===== src/rtl/dbgscan_pkg.sv =====
package dbgscan_pkg;
   typedef enum logic [3:0] {
      ST_RESET, ST_IDLE,
      ST_DR_SEL, ST_DR_CAP, ST_DR_SHIFT, ST_DR_EX1, ST_DR_PAUSE, ST_DR_EX2, ST_DR_UPD,
      ST_IR_SEL, ST_IR_CAP, ST_IR_SHIFT, ST_IR_EX1, ST_IR_PAUSE, ST_IR_EX2, ST_IR_UPD
   } tap_state_e;

   typedef enum logic [2:0] {
      PICK_BYPASS, PICK_IDENT, PICK_DPORT, PICK_APORT, PICK_ABORT
   } dr_pick_e;

   localparam int unsigned INSN_W = 4;
   localparam logic [INSN_W-1:0] INSN_IDENT    = 4'b1110;
   localparam logic [INSN_W-1:0] INSN_DPORT    = 4'b1010;
   localparam logic [INSN_W-1:0] INSN_APORT    = 4'b1011;
   localparam logic [INSN_W-1:0] INSN_ABORT    = 4'b1000;
   localparam logic [INSN_W-1:0] INSN_CAPTURED = 4'b0001;
   localparam int unsigned IDENT_W = 32;
endpackage


===== src/rtl/dbgscan_tap.sv =====
module dbgscan_tap
   import dbgscan_pkg::*;
(
   input  logic       tck,
   input  logic       trst_n,
   input  logic       tms,
   output tap_state_e state
);
   tap_state_e nxt;

   always_comb begin
      case (state)
         ST_RESET:    nxt = tms ? ST_RESET    : ST_IDLE;
         ST_IDLE:     nxt = tms ? ST_DR_SEL   : ST_IDLE;
         ST_DR_SEL:   nxt = tms ? ST_IR_SEL   : ST_DR_CAP;
         ST_DR_CAP:   nxt = tms ? ST_DR_EX1   : ST_DR_SHIFT;
         ST_DR_SHIFT: nxt = tms ? ST_DR_EX1   : ST_DR_SHIFT;
         ST_DR_EX1:   nxt = tms ? ST_DR_UPD   : ST_DR_PAUSE;
         ST_DR_PAUSE: nxt = tms ? ST_DR_EX2   : ST_DR_PAUSE;
         ST_DR_EX2:   nxt = tms ? ST_DR_UPD   : ST_DR_SHIFT;
         ST_DR_UPD:   nxt = tms ? ST_DR_SEL   : ST_IDLE;
         ST_IR_SEL:   nxt = tms ? ST_RESET    : ST_IR_CAP;
         ST_IR_CAP:   nxt = tms ? ST_IR_EX1   : ST_IR_SHIFT;
         ST_IR_SHIFT: nxt = tms ? ST_IR_EX1   : ST_IR_SHIFT;
         ST_IR_EX1:   nxt = tms ? ST_IR_UPD   : ST_IR_PAUSE;
         ST_IR_PAUSE: nxt = tms ? ST_IR_EX2   : ST_IR_PAUSE;
         ST_IR_EX2:   nxt = tms ? ST_IR_UPD   : ST_IR_SHIFT;
         ST_IR_UPD:   nxt = tms ? ST_DR_SEL   : ST_IDLE;
         default:     nxt = ST_RESET;
      endcase
   end

   always_ff @(posedge tck or negedge trst_n) begin
      if (!trst_n) state <= ST_RESET;
      else         state <= nxt;
   end
endmodule


===== src/rtl/dbgscan_insn.sv =====
module dbgscan_insn
   import dbgscan_pkg::*;
(
   input  logic              tck,
   input  logic              trst_n,
   input  tap_state_e        state,
   input  logic              tdi,
   output logic [INSN_W-1:0] insn,
   output logic              insn_lsb,
   output dr_pick_e          pick
);
   logic [INSN_W-1:0] stage;

   always_ff @(posedge tck or negedge trst_n) begin
      if (!trst_n) begin
         stage <= '0;
         insn  <= INSN_IDENT;
      end else begin
         case (state)
            ST_RESET:    insn  <= INSN_IDENT;
            ST_IR_CAP:   stage <= INSN_CAPTURED;
            ST_IR_SHIFT: stage <= {tdi, stage[INSN_W-1:1]};
            ST_IR_UPD:   insn  <= stage;
            default: ;
         endcase
      end
   end

   assign insn_lsb = stage[0];

   always_comb begin
      case (insn)
         INSN_IDENT: pick = PICK_IDENT;
         INSN_DPORT: pick = PICK_DPORT;
         INSN_APORT: pick = PICK_APORT;
         INSN_ABORT: pick = PICK_ABORT;
         default:    pick = PICK_BYPASS;
      endcase
   end
endmodule


===== src/rtl/dbgscan_chain.sv =====
module dbgscan_chain
   import dbgscan_pkg::*;
#(
   parameter int unsigned     DATA_W     = 32,
   parameter int unsigned     ADDR_W     = 2,
   parameter logic [31:0]     ID_VALUE   = 32'h3BA0_0477,
   parameter bit              ABORT_LONG = 1'b1
)(
   input  logic              tck,
   input  logic              trst_n,
   input  tap_state_e        state,
   input  dr_pick_e          pick,
   input  logic              tdi,
   output logic              chain_lsb,
   output logic              acc_valid,
   output logic              acc_ap,
   output logic [ADDR_W-1:0] acc_addr,
   output logic              acc_rnw,
   output logic [DATA_W-1:0] acc_wdata,
   input  logic              acc_done,
   input  logic [DATA_W-1:0] acc_rdata,
   output logic              dp_abort
);
   localparam int unsigned ACK_W  = ADDR_W + 1;
   localparam int unsigned SCAN_W = DATA_W + ACK_W;
   localparam int unsigned IDX_W  = $clog2(SCAN_W);
   localparam logic [ACK_W-1:0] ACK_WAIT = ACK_W'(1);
   localparam logic [ACK_W-1:0] ACK_OK   = ACK_W'(2);

   logic [SCAN_W-1:0] chain, chain_nxt;
   logic [DATA_W-1:0] last_rd;
   logic [IDX_W-1:0]  top_idx, abort_top;
   logic              stalled, abort_flag;
   logic              is_access;

   generate
      if (ABORT_LONG) begin : g_abort_full
         assign abort_top  = IDX_W'(SCAN_W - 1);
         assign abort_flag = chain[ACK_W];
      end else begin : g_abort_short
         assign abort_top  = IDX_W'(DATA_W - 1);
         assign abort_flag = chain[0];
      end
   endgenerate

   assign is_access = (pick == PICK_DPORT) || (pick == PICK_APORT);

   always_comb begin
      case (pick)
         PICK_BYPASS: top_idx = '0;
         PICK_IDENT:  top_idx = IDX_W'(IDENT_W - 1);
         PICK_ABORT:  top_idx = abort_top;
         default:     top_idx = IDX_W'(SCAN_W - 1);
      endcase
      chain_nxt          = chain >> 1;
      chain_nxt[top_idx] = tdi;
   end

   always_ff @(posedge tck or negedge trst_n) begin
      if (!trst_n) begin
         chain     <= '0;
         last_rd   <= '0;
         stalled   <= 1'b0;
         acc_valid <= 1'b0;
         acc_ap    <= 1'b0;
         acc_addr  <= '0;
         acc_rnw   <= 1'b0;
         acc_wdata <= '0;
         dp_abort  <= 1'b0;
      end else begin
         dp_abort <= 1'b0;
         if (acc_valid && acc_done) begin
            acc_valid <= 1'b0;
            last_rd   <= acc_rdata;
         end
         case (state)
            ST_DR_CAP: begin
               if (pick == PICK_IDENT) chain <= SCAN_W'(ID_VALUE);
               else if (is_access) begin
                  stalled <= acc_valid;
                  chain   <= acc_valid ? {{DATA_W{1'b0}}, ACK_WAIT} : {last_rd, ACK_OK};
               end else chain <= '0;
            end
            ST_DR_SHIFT: chain <= chain_nxt;
            ST_DR_UPD: begin
               if (is_access && !stalled) begin
                  acc_valid <= 1'b1;
                  acc_ap    <= (pick == PICK_APORT);
                  acc_wdata <= chain[SCAN_W-1:ACK_W];
                  acc_addr  <= chain[ADDR_W:1];
                  acc_rnw   <= chain[0];
               end else if (pick == PICK_ABORT && abort_flag) begin
                  dp_abort  <= 1'b1;
                  acc_valid <= 1'b0;
               end
            end
            default: ;
         endcase
      end
   end

   assign chain_lsb = chain[0];
endmodule


===== src/rtl/jtag_dbg_scan.sv =====
module jtag_dbg_scan
   import dbgscan_pkg::*;
#(
   parameter int unsigned DATA_W     = 32,
   parameter int unsigned ADDR_W     = 2,
   parameter logic [31:0] ID_VALUE   = 32'h3BA0_0477,
   parameter bit          ABORT_LONG = 1'b1
)(
   input  logic              tck,
   input  logic              trst_n,
   input  logic              tms,
   input  logic              tdi,
   output logic              tdo,
   output logic              tdo_en,
   output logic              acc_valid,
   output logic              acc_ap,
   output logic [ADDR_W-1:0] acc_addr,
   output logic              acc_rnw,
   output logic [DATA_W-1:0] acc_wdata,
   input  logic              acc_done,
   input  logic [DATA_W-1:0] acc_rdata,
   output logic              dp_abort
);
   initial begin
      if (DATA_W < IDENT_W) $fatal(1, "DATA_W must hold the identification word");
      if (ADDR_W < 2)       $fatal(1, "ADDR_W must leave room for a 3-bit acknowledge");
   end

   tap_state_e        state;
   dr_pick_e          pick;
   logic [INSN_W-1:0] insn_q;
   logic              insn_lsb, chain_lsb;

   dbgscan_tap u_tap (.tck, .trst_n, .tms, .state);

   dbgscan_insn u_insn (.tck, .trst_n, .state, .tdi,
                        .insn(insn_q), .insn_lsb, .pick);

   dbgscan_chain #(.DATA_W(DATA_W), .ADDR_W(ADDR_W), .ID_VALUE(ID_VALUE),
                   .ABORT_LONG(ABORT_LONG)) u_chain (
      .tck, .trst_n, .state, .pick, .tdi, .chain_lsb,
      .acc_valid, .acc_ap, .acc_addr, .acc_rnw, .acc_wdata,
      .acc_done, .acc_rdata, .dp_abort);

   always_ff @(negedge tck or negedge trst_n) begin
      if (!trst_n) begin
         tdo    <= 1'b0;
         tdo_en <= 1'b0;
      end else begin
         case (state)
            ST_IR_SHIFT: begin tdo <= insn_lsb;  tdo_en <= 1'b1; end
            ST_DR_SHIFT: begin tdo <= chain_lsb; tdo_en <= 1'b1; end
            default:     begin tdo <= 1'b0;      tdo_en <= 1'b0; end
         endcase
      end
   end
endmodule


===== config.mk =====
export PLATFORM = sky130hd
export DESIGN_NAME = jtag_dbg_scan
export DESIGN_NICKNAME = d
export VERILOG_FILES = /design/src/rtl/dbgscan_pkg.sv /design/src/rtl/dbgscan_tap.sv /design/src/rtl/dbgscan_insn.sv /design/src/rtl/dbgscan_chain.sv /design/src/rtl/jtag_dbg_scan.sv
export SDC_FILE = /design/constraint.sdc
export NUM_CORES = 1
export LEC_CHECK = 0
export ABC_CLOCK_PERIOD_IN_PS = 5600
export BUFFER_PORTS_ARGS = -buffer_cell sky130_fd_sc_hd__buf_4
export CORE_ASPECT_RATIO = 0.9
export CORE_MARGIN = 4
export CORE_UTILIZATION = 55
export DETAILED_ROUTE_END_ITERATION = 12
export MAX_ROUTING_LAYER = met4
export PLACE_DENSITY = 0.89
export SLEW_MARGIN = 10
export SYNTH_ARGS = -nofsm -noshare
export SYNTH_HDL_FRONTEND = slang
export SYNTH_SLANG_ARGS = --single-unit
export TNS_END_PERCENT = 10

===== constraint.sdc =====
create_clock -name tck -period 5.6 [get_ports tck]
set_input_delay 1.12 -clock tck [delete_from_list [all_inputs] [get_ports tck]]
set_output_delay 1.12 -clock tck [all_outputs]
set_load 0.03 [all_outputs]

* Word level (Yosys, flattened, before mapping)
Index checks and enable logic that the tools add are counted.
** Operators by class
- Magnitude comparators :: 2
- Equal/unequal tests :: 23
- Muxes and demuxes :: 33
- Bitwise operators :: 1
- Reduce and logical (&&, ||, !) cells :: 17
** Operators by type and width (number)
- two-way mux 35 bit :: 3
- case mux 35 bit (2 select lines) :: 1
- equality test 4 bit, second input constant :: 12
- case mux 4 bit (12 select lines) :: 1
- bitwise mux 35 bit :: 1
- equality test 4 x 3 -> 1 bit, second input constant :: 4
- two-way mux 4 bit :: 4
- case mux 4 bit (2 select lines) :: 2
- two-way mux 1 bit :: 12
- case mux 3 bit (4 select lines) :: 1
- case mux 6 bit (2 select lines) :: 1
- equality test 4 x 2 -> 1 bit, second input constant :: 2
- less-than comparator 6 x 7 -> 1 bit, second input constant :: 1
- demux 1 bit (select 6 bit) :: 1
- equality test 3 x 2 -> 1 bit, second input constant :: 2
- greater-or-equal comparator 6 x 1 -> 1 bit, second input constant :: 1
- two-way mux 2 bit :: 3
- two-way mux 3 bit :: 2
- nonzero test 2 bit :: 3
- OR reduction 2 bit :: 3
- equality test 4 x 1 -> 1 bit, second input constant :: 1
- logical AND 1 bit :: 4
- logical NOT 4 bit :: 1
- equality test 3 x 1 -> 1 bit, second input constant :: 1
- 9 further kinds :: 9
** Storage, ports and cells
- Bits in registers :: 120
- Input bits :: 37
- Output and inout bits :: 40
- Word-level logic and storage cells :: 90

* Logic depth before layout (Yosys ltp)
Gate-level depths: netlist of the first run.
- Word-level depth :: 10
- Mapped depth :: 7
- Gate-level depth less buffers :: 4

* Hierarchy
Synthesis of the first run repeated with hierarchy kept, for this count alone.
** Second synthesis, totals
- Cells, all modules :: 420
- Area, all modules :: 5371.4 um^2
** By module, submodules not included
- dbgscan_chain :: instances 1, cells each 334, area each 4563.1 um^2, seq. area each 2652.5 um^2
- dbgscan_insn :: instances 1, cells each 41, area each 401.6 um^2, seq. area each 203.9 um^2
- dbgscan_tap :: instances 1, cells each 37, area each 314.1 um^2, seq. area each 100.1 um^2
- jtag_dbg_scan :: instances 1, cells each 8, area each 92.6 um^2, seq. area each 50.0 um^2

==> results of run 1 <==
## stage by stage
stage	instances	power [mW]	setup slack, ns
after global placement	584	2.216	1.164
final	616	3.428	0.7135
after detailed placement	584	2.277	1.163
after floorplan	410	1.966	1.147
after CTS	616	3.421	0.6957
after global routing	616	3.602	0.6638
## sequential cells by signal (all words and copies together), names as in the netlist, 2 cells and up
signal,cells
u_insn.stage,4
u_insn.insn,4
u_chain.last_rd,32
u_chain.acc_wdata,32
u_tap.state,4
u_chain.acc_addr,2
u_chain.chain,35
## power breakdown
group / total, mW / leakage, nW / internal, mW / switching, mW
Sequential: 1.41 / 1.59 / 1.14 / 0.273
Combinational: 0.899 / 1.34 / 0.390 / 0.509
Clock: 1.11 / 0.291 / 0.733 / 0.381
## cells in the mapped netlist, types with 2 or more instances
library cell,number
nand2b_1,2
nand3_1,3
dfrtn_1,2
nor2b_1,2
mux2_1,24
a21oi_1,24
a22oi_1,3
nand3b_1,3
dfrtp_1,115
nand2_1,27
nor3_1,4
o22ai_1,3
a221oi_1,4
buf_1,4
nor2_1,25
mux2_2,45
inv_1,28
buf_6,3
o21ai_0,23
a222oi_1,19
clkbuf_1,17
dfstp_2,3
nand4b_1,2
buf_2,4
## cell type report
cell class / instances / area (um2) / share of cell area [%]
Inverter: 28 / 105.1 / 1.674
Clock buffer: 20 / 435.4 / 6.936
Sequential cell: 120 / 3007 / 47.90
Clock inverter: 12 / 175.2 / 2.791
Multi-Input combinational cell: 234 / 1783 / 28.40
Timing Repair Buffer: 83 / 623.1 / 9.926
Tap cell: 119 / 148.9 / 2.372
## kinds of logic (layout without fill, tap and decap cells)
kind of cell    Yosys count  after routing  synth area share, %
fa+ha+maj                 1              1               0.1997
flops                   120            120                59.97
xor+xnor                  1              1               0.1747
mux                      70             70                15.70
buf+inv                  56            143                4.742
simple gates             77             77                7.786
compound gates           85             85                11.43
## how the worst max path moves through the flow
stage / to / slack [ns] / cells past startpoint
3_3_place_gp: tdo / 1.16 / 1
5_1_grt: tdo / 0.66 / 1
2_1_floorplan: tdo / 1.15 / 0
3_5_place_dp: tdo_en / 1.16 / 1
4_1_cts: tdo_en / 0.70 / 1
6_report: tdo_en / 0.71 / 1
## worst register-to-register path, cell delays in order (launching register included)
cell	delay (ns)
dfrtp_1	0.82
nor4b_4	0.13
o21bai_1	0.19
## metal layers
layer | share of wire, % | vias to the layer above | global-route usage, %
met5 | 0 | - | -
met4 | 2.1 | 0 | 8.932
met3 | 7.1 | 32 | 6.942
met2 | 48 | 197 | 35.63
met1 | 42 | 1858 | 31.57
li1 | - | 1616 | -
==> impl_metrics.ini, run 1 <==
[synth]
synth.area.top_cells = dfrtp_1, mux2_2, mux2_1
ys_seq_area_share_pct = 59.97
synth.distinct_cells = 45
synth_area_mm2 = 0.005014
synth_ff_type = dfrtp_1
synth_top_area_share_pct = 57.40
synthCells = 410
synth_top_area_cell = dfrtp_1
yosys_warnings = 0
syn-num-nets = 447
synth_edf_count = 0
syn_avg_cell_area_um2 = 12.23
synth-seq-cells = 120
synthArstFlopShare_pct = 100.0

[timing]
relSlewSlack_pct = 15.00
holdWs_ns = 0.4174
skew_ns = 0.07138
slew_viol_final = 0
grt_setup_unrepaired = no
finalHoldViolCount = 0
tns_ns = 0
worst_pin_slew_ns = 1.275
setup_viol = 0

[worst_setup_path]
endpoint_kind = primary output
cpPeakStageDelay_ns = 0.38
startpoint = tdo_en$_DFF_NN0_
path_cells = buf_4
critPathLaunchType = register
crit_family = flip-flops
cp.arrival_ns = 3.77
cp_slowest_cell = dfrtn_1
crit_buf_inv = 1
required_ns = 4.48
ff2ff_path_depth = 2
worstReg2RegEnd = tdo_en$_DFF_NN0_
cp_max_fo = 1
crit_type = register to primary output
rrSetupSlack_ns = 1.44
worst_r2r_startpoint = u_tap.state[0]$_DFF_PN0_

[cts]
cts_resized = 0
post_cts_buffers = 0
root_buffer = clkbuf_8
clkSinkCount = 120
clockBufferDepth = 2
htree_levels = 4
cts_buffers = 17
cts_hold_buf = 0
cts_tree = done
clk_latency_ns = 0.51
clk_pin_slew_ns = 0.05

[routing]
vias = 3703
detail_route.wirelength_um = 11750
drc = 0
ant_nets = 0
detail_route.wl_per_cell_um = 19.07
drt-initial-drc-count = 419
routed_via_density = 6.011
firstDrtPassIters = 9

[global_route]
track_usage_pct = 24.01
antenna_found_initial = 0
grt-ovfl-total = 0
grt_max_degree = 61
grt_pass1_wl_um = 19220
first_global_vias = 3755

[hold_path]
hold_class = input port to async pin

[floorplanning]
core.rowCount = 32
die_area_mm2 = 0.01071
initial_core_util_pct = 57.44
io_pins = 77
die_w_um = 108.6
core_area_mm2 = 0.008728
die_y_um = 98.58

[finish]
layout.nets = 521
nFillCells = 603
final_cell_mix = dfrtp_1, buf_4, mux2_2
area_growth_pct = 25.21
antennaDiodeCount = 0
final_util_pct = 71.92
drive_gt1_share_pct = 33.60
final_common_cell = dfrtp_1
stdcell_area_mm2 = 0.006277

[power_and_ir_drop]
ir_worst_vdd_v = 0.0002711
leakagePower_nw = 3.221
p_per_area_mw_per_mm2 = 546.0

[place]
gp_congestion = 0.8589
place_area_mm2 = 0.005667
dp_hpwl_um = 7201
io_buffer_count = 76

[run_status]
status = finished, final reports clean

[run]
cap_violations = 0
(Power assumes the default switching activity.)
==> run 2, diff against run 1 <==
Settings changed: ABC_CLOCK_PERIOD_IN_PS 5600 to 4900.
Clock period 5.6 ns to 4.9 ns, I/O delays scaled along.
==> run 2 against run 1 <==
- setup slack got worse by 0.21 ns
- largest cell class unchanged
- clock power is 18% higher
- flip-flop and latch count unchanged
- clock skew is 0.0019 ns lower
- sequential share of layout area fell by 0.22 points
- sequential power increased by 14%
- die area is the same
- non-clock buffer count stayed put
- design area is 0.46% higher
- register-to-register slack got worse by 0.32 ns
- clock-buffer cell count shrank 1
==> impl_metrics.ini, run 2 (synthesis gave the netlist of run 1 again) <==
[floorplanning]
die_w_um = 108.6
core.rowCount = 32
die_y_um = 98.58
die_area_mm2 = 0.01071
initial_core_util_pct = 57.44
io_pins = 77
core_area_mm2 = 0.008728

[hold_path]
hold_class = input port to async pin

[run]
cap_violations = 0

[finish]
area_growth_pct = 25.78
final_cell_mix = dfrtp_1, buf_4, mux2_2
top_register = u_chain.chain
multi_input_area_mm2 = 0.001787
final_util_pct = 72.25
reg_top3 = u_chain.chain (35), u_chain.acc_wdata (32), u_chain.last_rd (32)
largest_register_ff_count = 35
layout.nets = 521
nFillCells = 575
drive_gt1_share_pct = 34.21
seq_area_mm2 = 0.003007
antennaDiodeCount = 0
final_common_cell = dfrtp_1
finalNonFillerCells = 616

[place]
place_inst = 584
dp_hpwl_um = 7152
gp_congestion = 0.8159
io_buffer_count = 76

[worst_setup_path]
critPathLaunchType = register
endpoint_kind = primary output
crit_type = register to primary output
crit_family = flip-flops
worstReg2RegEnd = tdo_en$_DFF_NN0_
ff2ff_path_depth = 2
path_cells = buf_4
crit_buf_inv = 1
cpPeakStageDelay_ns = 0.38
cp_max_fo = 1
cp_slowest_cell = dfrtn_1
cp_num_cells = 1
worst_r2r_startpoint = u_tap.state[0]$_DFF_PN0_
rrSetupSlack_ns = 1.12
required_ns = 3.92
cp.arrival_ns = 3.42

[routing]
drt-initial-drc-count = 331
detail_route.wl_per_cell_um = 18.30
vias = 3611
drc = 0
detail_route.wirelength_um = 11270
routed_via_density = 5.862
ant_nets = 0
firstDrtPassIters = 7

[timing]
finalHoldViolCount = 0
holdWs_ns = 0.2829
worst_pin_slew_ns = 0.9639
grt_setup_unrepaired = no
skew_ns = 0.06948
tns_ns = 0
relSlewSlack_pct = 35.74
slew_viol_final = 0
setup_viol = 0

[power_and_ir_drop]
p_per_area_mw_per_mm2 = 624.5
p_total_mw = 3.938
leakagePower_nw = 3.239
ir_worst_vdd_v = 0.0002831

[cts]
root_buffer = clkbuf_8
clk_pin_slew_ns = 0.06
cts_buffers = 17
clk_latency_ns = 0.51
clkSinkCount = 120
clockBufferDepth = 2
cts_hold_buf = 0
post_cts_buffers = 0
htree_levels = 4
cts_resized = 0
cts_tree = done

[global_route]
grt_max_degree = 64
track_usage_pct = 23.49
antenna_found_initial = 0
first_global_vias = 3697
grt_pass1_wl_um = 18810
grt-ovfl-total = 0

[run_status]
status = finished, final reports clean
==> run 2: cell types whose count changed in the layout (fill, tap and decap cells not counted) <==
cell        before  now
clkbuf_8         2    3
clkbuf_1         2    0
clkinvlp_4       3    1
clkinv_2         3    1
a21oi_2          0    1
inv_6            0    2
clkinv_4         2    5
a21oi_1         24   23
==> run 2: metrics by stage <==
| step | area, um2 | worst slack (ns) |
|---|---|---|
| floorplan | 5014 | 0.9374 |
| finish | 6306 | 0.5012 |
| global placement | 5667 | 0.9527 |
| CTS | 6302 | 0.4896 |
| global route | 6306 | 0.4692 |
| detailed placement | 5667 | 0.9567 |
==> run 2: how the worst max path moves through the flow <==
| stage | startpoint | endpoint | slack [ns] |
|---|---|---|---|
| finish | tdo$_DFF_NN0_ | tdo | 0.50 |
| global route | tdo_en$_DFF_NN0_ | tdo_en | 0.47 |
| CTS | tdo$_DFF_NN0_ | tdo | 0.49 |
| detailed placement | tdo$_DFF_NN0_ | tdo | 0.96 |
| global placement | tdo$_DFF_NN0_ | tdo | 0.95 |
| floorplan | tdo$_DFF_NN0_ | tdo | 0.94 |
==> run 2: final cells by class <==
cell class,count,share of cell area (%)
Tap cell,119,2.361
Sequential cell,120,47.68
Clock inverter,13,3.075
Inverter,28,1.667
Clock buffer,19,7.004
Multi-Input combinational cell,234,28.33
Timing Repair Buffer,83,9.881
==> run 2: power by group <==
part	leakage, nW	internal (mW)	switching [mW]
Sequential	1.59	1.30	0.305
Combinational	1.34	0.446	0.568
Clock	0.309	0.859	0.455
Total	3.24	2.61	1.33
==> run 2: per-layer routing <==
layer  global-route usage (%)  wire [um]
met2                    34.96       5414
met3                    5.632        859
met5                        -          0
met4                    8.932        173
met1                    31.50       4825
==> run 3, diff against run 2 <==
Settings changed: CORE_ASPECT_RATIO 0.9 to unset.
==> run 3 against run 2 <==
- via count shrank 0.25%
- final cell count down 1.9%
- critical path depth unchanged
- largest cell class unchanged
- routed wire length grew 1.1%
- sequential power about the same
- setup slack gained 0.0022 ns
- clock-buffer cell count fell by 1
- largest power group unchanged
- flip-flop and latch count stayed put
==> impl_metrics.ini, run 3 (synthesis gave the netlist of run 1 again) <==
[routing]
firstDrtPassIters = 6
routed_via_density = 5.964
vias = 3602
detail_route.wl_per_cell_um = 18.86
drt-initial-drc-count = 344
drc = 0
ant_nets = 0
detail_route.wirelength_um = 11390

[cts]
post_cts_buffers = 0
clkSinkCount = 120
clk_pin_slew_ns = 0.05
htree_levels = 4
cts_resized = 0
cts_tree = done
cts_buffers = 17
clockBufferDepth = 2
root_buffer = clkbuf_8
cts_hold_buf = 0
clk_latency_ns = 0.50

[finish]
layout.nets = 521
largest_register_ff_count = 35
top_register = u_chain.chain
reg_top3 = u_chain.chain (35), u_chain.acc_wdata (32), u_chain.last_rd (32)
antennaDiodeCount = 0
stdcell_area_mm2 = 0.006212
area_growth_pct = 23.91
drive_gt1_share_pct = 33.87
final_common_cell = dfrtp_1
final_cell_mix = dfrtp_1, buf_4, mux2_2

[floorplanning]
io_pins = 77
die_y_um = 103.5
core_area_mm2 = 0.008806
initial_core_util_pct = 56.93
core.rowCount = 34
die_w_um = 103.5
die_area_mm2 = 0.01071

[timing]
slew_viol_final = 0
skew_ns = 0.06959
worst_pin_slew_ns = 1.212
setup_viol = 0
finalHoldViolCount = 0
tns_ns = 0
grt_setup_unrepaired = no
relSlewSlack_pct = 19.17

[power_and_ir_drop]
power.share.switching_pct = 34.60
p_seq_share_pct = 42.5
p_comb_share_pct = 27.0
ir_worst_vdd_v = 0.0003549
leakagePower_nw = 3.194
p_per_area_mw_per_mm2 = 610.1
p_int_mw = 2.478
clockPowerShare_pct = 30.6
p_sw_mw = 1.311

[worst_setup_path]
cp.arrival_ns = 3.42
critPathLaunchType = register
cpPeakStageDelay_ns = 0.38
crit_buf_inv = 1
cp_max_fo = 1
crit_type = register to primary output
endpoint_kind = primary output
crit_family = flip-flops
path_cells = buf_4
required_ns = 3.92
cp_slowest_cell = dfrtn_1

[global_route]
grt-ovfl-total = 0
antenna_found_initial = 0
grt_pass1_wl_um = 18820
grt_max_degree = 66
first_global_vias = 3746
track_usage_pct = 23.91

[place]
io_buffer_count = 76
dp_hpwl_um = 7109
place_area_mm2 = 0.005653
gp_congestion = 0.8072

[run_status]
status = finished, final reports clean

[hold_path]
hold_class = register to register

[run]
cap_violations = 0
[run 3: changes by cell type in the layout (fill, tap and decap cells not counted), sizes merged]
cell      previous run  this run
bufinv               4         2
clkbuf              19        18
clkinvlp             1         5
inv                 30        28
[run 3: power groups by stage]
| stage | registers, mW | clock network, mW | logic [mW] |
|---|---|---|---|
| after floorplan | 1.59 | 0 | 0.656 |
| after global placement | 1.58 | 0 | 0.950 |
| after detailed placement | 1.61 | 0 | 1.00 |
| after CTS | 1.60 | 1.17 | 1.03 |
| after global routing | 1.65 | 1.23 | 1.13 |
| final | 1.61 | 1.16 | 1.02 |
[run 3: area by class of cell]
class                   instances  area (um2)
repair buffers                 83       623.1
well taps                     108       135.1
clock buffers                  18       427.9
fillers                       569        2594
inverters                      28       105.1
flip-flops and latches        120        3007
clock inverters                13       131.4
multi-input cells             234        1783
[run 3: through the flow]
step	util (%)	worst slack, ns	std cells	hold slack, ns	total power, mW
global placement	64.19	0.9516	573	0.4632	2.534
floorplan	-	0.9374	410	0.4536	2.247
CTS	70.55	0.4897	604	0.4900	3.798
detailed placement	64.19	0.9493	573	0.4744	2.610
global route	70.55	0.4684	604	0.5064	4.004
finish	70.55	0.5033	604	0.4857	3.790
[run 3: path summary, 6_finish.rpt]
check	startpoint	slack [ns]	endpoint	cells past startpoint
worst max-delay path	tdo_en$_DFF_NN0_	0.50	tdo_en	1
worst min-delay path	u_chain.acc_wdata[5]$_DFFE_PN0P_	0.49	u_chain.acc_wdata[5]$_DFFE_PN0P_	1
worst max register to register	u_tap.state[0]$_DFF_PN0_	1.08	tdo_en$_DFF_NN0_	2
worst min register to register	u_chain.acc_wdata[5]$_DFFE_PN0P_	0.49	u_chain.acc_wdata[5]$_DFFE_PN0P_	1
max in group asynchronous	trst_n	2.11	tdo$_DFF_NN0_	1
min in group asynchronous	trst_n	0.63	u_tap.state[1]$_DFF_PN0_	2
[run 3: layer usage]
metal / part of all wire (%) / global-route usage [%] / up-vias / wire [um]
met5: 0 / - / - / 0
met4: 3.2 / 11.16 / 0 / 369
met3: 7.3 / 6.841 / 36 / 834
met2: 49 / 36.57 / 150 / 5577
met1: 40 / 29.48 / 1807 / 4613
li1: - / - / 1609 / -
